===== config.mk =====
export PLATFORM = sky130hd
export DESIGN_NAME = cntr_irq_agg
export DESIGN_NICKNAME = d
export VERILOG_FILES = /design/src/rtl/cia_pkg.sv /design/src/rtl/cia_regs.sv /design/src/rtl/cia_counter.sv /design/src/rtl/cia_flags.sv /design/src/rtl/cntr_irq_agg.sv
export SDC_FILE = /design/constraint.sdc
export NUM_CORES = 1
export LEC_CHECK = 0
export BUFFER_PORTS_ARGS = -buffer_cell sky130_fd_sc_hd__buf_2
export CORE_MARGIN = 4
export CORE_UTILIZATION = 30
export DETAILED_ROUTE_END_ITERATION = 8
export GPL_ROUTABILITY_DRIVEN = 1
export PLACE_DENSITY = 0.49
export SYNTH_ARGS = -nofsm -noshare
export SYNTH_HDL_FRONTEND = slang
export SYNTH_SLANG_ARGS = --single-unit

===== constraint.sdc =====
create_clock -name clk -period 5.2 [get_ports clk]
set_input_delay 0.52 -clock clk [delete_from_list [all_inputs] [get_ports clk]]
set_output_delay 0.52 -clock clk [all_outputs]
set_load 0.05 [all_outputs]

===== src/rtl/cia_pkg.sv =====
package cia_pkg;
  typedef enum logic [1:0] {
    A_CTRL = 2'd0,
    A_ENAB = 2'd1,
    A_CLR  = 2'd2,
    A_RSV  = 2'd3
  } cia_addr_e;

  // bit 0 run, bit 1 global gate, bit 2 block gate, bits 4:3 slice select
  typedef struct packed {
    logic [1:0] wsel;
    logic       blk_en;
    logic       gie;
    logic       run;
  } cia_ctrl_t;

  localparam int CTRL_W = 5;
endpackage


===== src/rtl/cia_regs.sv =====
module cia_regs
  import cia_pkg::*;
#(
  parameter int NFLAG = 8
) (
  input  logic             clk,
  input  logic             rst,
  input  logic             wr_en,
  input  logic [1:0]       wr_addr,
  input  logic [NFLAG-1:0] wr_data,
  output cia_ctrl_t        ctrl,
  output logic [NFLAG-1:0] en_mask,
  output logic [NFLAG-1:0] clr_vec
);
  cia_addr_e addr;
  assign addr = cia_addr_e'(wr_addr);

  always_ff @(posedge clk) begin
    if (rst) begin
      ctrl    <= '0;
      en_mask <= '0;
    end else if (wr_en) begin
      case (addr)
        A_CTRL:  ctrl    <= cia_ctrl_t'(wr_data[CTRL_W-1:0]);
        A_ENAB:  en_mask <= wr_data;
        default: ;
      endcase
    end
  end

  assign clr_vec = (wr_en && addr == A_CLR) ? wr_data : '0;
endmodule


===== src/rtl/cia_counter.sv =====
module cia_counter #(
  parameter int CNT_W    = 16,
  parameter int SEL_W    = 2,
  parameter int MID_BASE = 8
) (
  input  logic             clk,
  input  logic             rst,
  input  logic             step,
  input  logic [SEL_W-1:0] wsel,
  output logic [CNT_W-1:0] count,
  output logic             full_trig,
  output logic             mid_trig
);
  logic [CNT_W-1:0] mid_mask;

  always_comb begin
    mid_mask = ~({CNT_W{1'b1}} << (MID_BASE + int'(wsel)));
  end

  assign full_trig = step && (count == {CNT_W{1'b1}});
  assign mid_trig  = step && ((count & mid_mask) == mid_mask);

  always_ff @(posedge clk) begin
    if (rst)       count <= '0;
    else if (step) count <= count + 1'b1;
  end
endmodule


===== src/rtl/cia_flags.sv =====
module cia_flags #(
  parameter int NFLAG = 8
) (
  input  logic             clk,
  input  logic             rst,
  input  logic [NFLAG-1:0] trig,
  input  logic [NFLAG-1:0] clr,
  output logic [NFLAG-1:0] flags
);
  for (genvar i = 0; i < NFLAG; i++) begin : g_flag
    always_ff @(posedge clk) begin
      if (rst)          flags[i] <= 1'b0;
      else if (trig[i]) flags[i] <= 1'b1;
      else if (clr[i])  flags[i] <= 1'b0;
    end
  end
endmodule


===== src/rtl/cntr_irq_agg.sv =====
module cntr_irq_agg
  import cia_pkg::*;
#(
  parameter int CNT_W    = 16,
  parameter int NCHAN    = 6,
  parameter int SEL_W    = 2,
  parameter int MID_BASE = 8
) (
  input  logic                 clk,
  input  logic                 rst,
  input  logic                 cnt_en,
  input  logic [NCHAN-1:0]     chan_evt,
  input  logic                 wr_en,
  input  logic [1:0]           wr_addr,
  input  logic [NCHAN+1:0]     wr_data,
  output logic [CNT_W-1:0]     count,
  output logic [NCHAN+1:0]     flags,
  output logic                 irq
);
  localparam int NFLAG = NCHAN + 2;

  cia_ctrl_t        ctrl;
  logic [NFLAG-1:0] en_mask;
  logic [NFLAG-1:0] clr_vec;
  logic [NFLAG-1:0] trig;
  logic             full_trig, mid_trig;
  logic             run_w, gie_w, blk_w, step;

  assign run_w = ctrl.run;
  assign gie_w = ctrl.gie;
  assign blk_w = ctrl.blk_en;
  assign step  = run_w && cnt_en;

  cia_regs #(.NFLAG(NFLAG)) u_regs (
    .clk(clk), .rst(rst), .wr_en(wr_en), .wr_addr(wr_addr),
    .wr_data(wr_data), .ctrl(ctrl), .en_mask(en_mask), .clr_vec(clr_vec)
  );

  cia_counter #(.CNT_W(CNT_W), .SEL_W(SEL_W), .MID_BASE(MID_BASE)) u_cnt (
    .clk(clk), .rst(rst), .step(step), .wsel(ctrl.wsel),
    .count(count), .full_trig(full_trig), .mid_trig(mid_trig)
  );

  assign trig = {chan_evt, mid_trig, full_trig};

  cia_flags #(.NFLAG(NFLAG)) u_flags (
    .clk(clk), .rst(rst), .trig(trig), .clr(clr_vec), .flags(flags)
  );

  always_ff @(posedge clk) begin
    if (rst) irq <= 1'b0;
    else     irq <= gie_w && blk_w && (|(flags & en_mask));
  end
endmodule


-- Yosys cells after proc, flatten, opt, wreduce, memory -nomap -nowiden
Index checks and enable logic that the tools add are counted.
Widths: inputs -> output; s select.
- register bits: 38
- $add $sub $neg: 2
- equality and inequality tests: 4
- shift operators: 1
- mux-type cells: 17
- bitwise logic cells: 3
- reductions and logical operators: 18
- operators with widths (kind ; count):
    $shl 16x32->16 const A ; 1
    $add 16x1->16 const B ; 1
    $and 16x16->16 ; 1
    $eq 16x16->1 ; 1
    $eq 16x16->1 const B ; 1
    $mux 1 ; 16
    $not 16->16 ; 1
    $reduce_bool 2->1 ; 8
    $and 8x8->8 ; 1
    $mux 8 ; 1
    $reduce_or 8->1 ; 1
    $logic_and 1x1->1 ; 6
    $add 4x2->5 const A ; 1
    $reduce_and 2->1 ; 2
    $eq 2x1->1 const B ; 1
    $eq 2x2->1 const B ; 1
    $logic_not 2->1 ; 1

-- Logic depth before layout (Yosys ltp)
- depth after elaboration: 7
- depth in mapped cells: 5
- mapped depth without buffers: 5

-- By module
A second synthesis with hierarchy kept.
- cells, all modules: 195
- area total of the unflattened synthesis: 1939.4 um2
- by module, submodules not included (module ; instances ; cells an instance ; area each (um2)):
    cia_counter ; 1 ; 92 ; 838.3
    cia_regs ; 1 ; 62 ; 634.4
    cia_flags ; 1 ; 33 ; 381.6
    cntr_irq_agg ; 1 ; 8 ; 85.1

-- Worst setup path before layout
Ideal clock, no wire load.
- path kind: register to register
- start point: register u_cnt.count[0]
- end point: register u_cnt.count[12]
- arrival: 2047 ps
- data required time: 5129 ps
- slack: 3082 ps
- cell stages (with the launch flop): 6
- path buffers: 0
- clock period less this slack: 2118 ps
- path through: dfxtp_1 ha_1 nand2_1 or4_4 or3_1 a21oi_1
- longest elaborated chain between the ends: 1
- ends and longest elaborated chain (what ; line ; text):
    start, declared ; cia_counter.sv:10 ; output logic [CNT_W-1:0] count,
    start signal, assigned ; cia_counter.sv:25 ; else if (step) count <= count + 1'b1;
    $add 16x1->16 ; cia_counter.sv:25 ;
No other way between the ends.
A chain may end at the register's enable or synchronous reset.

-- Worst setup path in the final report
- start point: register u_cnt.count[0]
- end point: register u_cnt.count[14]
Same word-level chain as after synthesis.

==> results by stage <==
Global routing:
- The overflow left after global routing is 0.
- The initial antenna violation count is 0.
- The via count of the first global-routing pass is roughly 1200.
- The largest net degree at the start of global routing is 40.
- The total global-route track usage is 11.3%.
- The first global-routing pass estimated ~5.7 mm of wire.

Setup path:
- The highest fanout seen on the critical path is 6.
- The reg-to-reg setup timing slack is 3.37 ns.
- The worst path required time is between 5 and 6 ns.
- Counting cells, the worst reg-to-reg path comes to 5.
- The endpoint identified for the worst register-to-register timing path is u_cnt.count[14]$_SDFFE_PP0P_.
- The critical path start-end classification is register to register.
- For the worst setup path, the data arrival time is 2.05 ns.
- The type of origin of the critical path is a register.
- The critical path capture point type is a register.
- The beginning of the worst register-to-register path is u_cnt.count[0]$_SDFFE_PP0P_.

Power and ir drop:
- The maximum resistive drop on vdd is 195 uV.
- For this design the ratio of total power to cell area is roughly 290 mW/mm^2.
- In this run the static leakage power is 0.796 nW.
- The final total power is 0.556 mW.

Synth:
- In this run, synthesis inferred 0 flip-flops with an integrated enable.
- The average cell area after synthesis is 9.05 sq um.
- The biggest area contributor in the post-synthesis netlist is sky130_fd_sc_hd__dfxtp_1.
- The number of flip-flops and latches in the synthesized netlist is 38.
- The fraction of the yosys area taken by sequential cells is 48.9%.
- When the netlist entered floorplanning its net count stood at between 150 and 200.
- Yosys mapped the design onto 30 distinct sky130hd cell types.
- The instance count of the mapped netlist is 172.
- The most used standard cell by instance count after synthesis is sky130_fd_sc_hd__dfxtp_1.
- In the post-synthesis netlist, the biggest area contributors are sky130_fd_sc_hd__dfxtp_1 49%, sky130_fd_sc_hd__mux2i_1 8.4%, sky130_fd_sc_hd__nor2_1 6.5%, sky130_fd_sc_hd__a21oi_1 4.8%, sky130_fd_sc_hd__nand2_1 3.9%.
- For this run, the leading register cell type out of synthesis is sky130_fd_sc_hd__dfxtp_1.
- The post-synthesis async set-or-reset flop share is 0%.
- Summing every instance area after synthesis gives 0.00156 sq mm.
- The commonest cells after synthesis are 38 x sky130_fd_sc_hd__dfxtp_1, 27 x sky130_fd_sc_hd__nor2_1, 16 x sky130_fd_sc_hd__nand2_1.
- In this run the biggest area consumer among cell types represents 48.9% of the synthesized area.
- Yosys printed 0 warnings.

Hold path:
- The worst hold path terminates at u_flags.flags[5]$_SDFFE_PP0P_.
- In this run the most critical hold path is launched from chan_evt[3].
- The hold path depth is 3.
- The path class of the tightest hold or removal check is input pin to register.

Finish:
- The finished cells cover 0.00193 sq mm.
- The number of non-filler instances in the completed layout is 285.
- The fraction of final layout cells with drive strength greater than 1 is 27.1%.
- The final-stage net count is around 240.
- 0 antenna diodes ended up in the layout.
- The number of filler cells placed in the layout is 539.
- The layout overhead on the synthesized area is 24.2%.

Run status:
- The run finished with clean final reports.

Clock tree:
- The clock passes through at most 2 buffers.
- The count of hold-fix buffers inserted at cts is 0.
- The clock buffer count from CTS is 5.
- The buffer cell driving the clock tree root is sky130_fd_sc_hd__clkbuf_8.
- The clock tree from TritonCTS is yes.
- The total of cells resized after clock tree synthesis is 0.
- The later pin in the worst-skew pair is clocked with a latency of 0.28 ns.
- The count of clock tree sinks is 38.
- The clock tree synthesis step divided the H-tree into 2 levels.
- After clock tree synthesis, the clock-pin slew on the worst setup and hold paths is ~0.080 ns.
- The number of setup buffers added after CTS is 0.

Route:
- Summing over every cut layer, the via total after detailed routing is 1321.
- The average wire per standard cell is 12.1 microns.
- The remaining antenna violation count is 0.
- After the first detailed-routing iteration, the DRC count stood at 43.
- Using the TritonRoute via totals, the vias-per-cell ratio works out to 4.64.
- The first TritonRoute pass finished after 4 iterations.
- The routed design has between 3 and 4 mm of wire.
- The remaining routing DRC violations is 0.

Timing:
- The final hold violation count is 0.
- The final max-slew violation count is 0.
- The worst pin sits at a relative slew slack of 53.6%.
- Setup repair after global routing left no endpoint under its margin.
- The minimum clock period after layout is about 1.8 ns.
- The post-route clock skew is 0.00565 ns.
- The slew of the pin with the lowest slew margin is 0.696 ns.
- The period utilization is 35.3%.
- Adding up every negative setup slack in the final design gives 0 ns.
- The maximum clock frequency is 545 MHz.
- The final-report setup violation count is 0.

Floorplanning:
- In this run the count of I/O pins placed on the die edge is 45.
- The starting utilization of the core area is 31.9%.
- The overall die area is 0.00640 sq mm.
- The core region is 0.00488 sq mm.
- From left edge to right edge, the die measures 80.0 microns.
- The floorplan step set the die height to 80.0 microns.
- The floorplan row count is 25.

Placement:
- The number of placed instances, taps included, is 277.
- During placement, the flow inserted port buffers numbering 44.
- The instance area at placement is roughly 0.0018 sq mm.
- The final weighted congestion in routability-driven placement is ~0.70.
- Detailed placement finished with a half-perimeter wire length of 2.53 mm.

Flow run:
- The tool flagged a number of max-cap violations equal to 0.
==> cell families (layout without fill, tap and decap cells) <==
logic type,after synthesis,count (layout),synth area share (%)
simple gates,72,72,23.6
flops,38,38,48.9
compound gates,30,30,11.4
mux,13,13,8.36
buf+inv,10,56,2.41
xor+xnor,8,8,4.50
fa+ha+maj,1,1,0.804
==> power breakdown <==
group | leakage, nW | internal (mW) | switching [mW]
clock network | 0.0472 | 0.106 | 0.101
registers | 0.309 | 0.298 | 0.00466
logic | 0.439 | 0.0155 | 0.0301
==> through the flow <==
step,hold WS (ns),utilization (%),worst slack (ns)
after floorplan,0.421,-,3.08
after global placement,0.443,37.7,3.26
after detailed placement,0.444,37.7,3.24
after CTS,0.435,39.6,3.35
after global routing,0.431,39.6,3.24
final,0.440,39.6,3.37
==> metal layers <==
metal	vias to the layer above	track usage, %	routed length, microns
met5	-	0	0
met1	593	14.1	1630
met3	5	3.27	188
met2	32	18.8	1590
li1	691	-	-
met4	0	3.55	32
==> cell type report <==
type	instances	area (sq um)	share of cell area, %
clock inverters	2	12.5	0.647
well taps	67	83.8	4.34
clock buffers	6	82.6	4.27
inverters	4	15.0	0.777
multi-input cells	124	758	39.2
repair buffers	44	220	11.4
flip-flops and latches	38	761	39.4
==> sequential cells by signal, indices dropped and copies added (netlist names) <==
register        count
u_cnt.count        16
u_flags.flags       8
u_regs.en_mask      8
u_regs.ctrl         5
irq                 1
==> critical path, cell delays in order (launching register included) <==
cell,delay (ns)
sky130_fd_sc_hd__dfxtp_1,0.39
sky130_fd_sc_hd__ha_1,0.18
sky130_fd_sc_hd__nand2_1,0.14
sky130_fd_sc_hd__or4_4,0.57
sky130_fd_sc_hd__or3_1,0.36
sky130_fd_sc_hd__a21oi_1,0.13
==> placed cells by master (no fill, tap or decap), drive strengths merged, types with 3 or more instances in the layout <==
cell type / instances
inv: 4
o21ai: 7
buf: 44
nor3: 3
dfxtp: 38
xnor2: 6
a21oi: 15
nand3: 6
nor2: 27
nand2: 16
clkbuf: 6
or3: 8
mux2i: 13
==> how the worst max path moves through the flow <==
stage                                   end  slack, ns                   startpoint
3_3_place_gp   u_cnt.count[15]$_SDFFE_PP0P_       3.26                       cnt_en
2_1_floorplan  u_cnt.count[12]$_SDFFE_PP0P_       3.08  u_cnt.count[0]$_SDFFE_PP0P_
5_1_grt        u_cnt.count[12]$_SDFFE_PP0P_       3.24  u_cnt.count[0]$_SDFFE_PP0P_
6_report       u_cnt.count[14]$_SDFFE_PP0P_       3.37  u_cnt.count[0]$_SDFFE_PP0P_
3_5_place_dp   u_cnt.count[15]$_SDFFE_PP0P_       3.24                       cnt_en
4_1_cts        u_cnt.count[14]$_SDFFE_PP0P_       3.35  u_cnt.count[0]$_SDFFE_PP0P_
(Power assumes the default switching activity.)
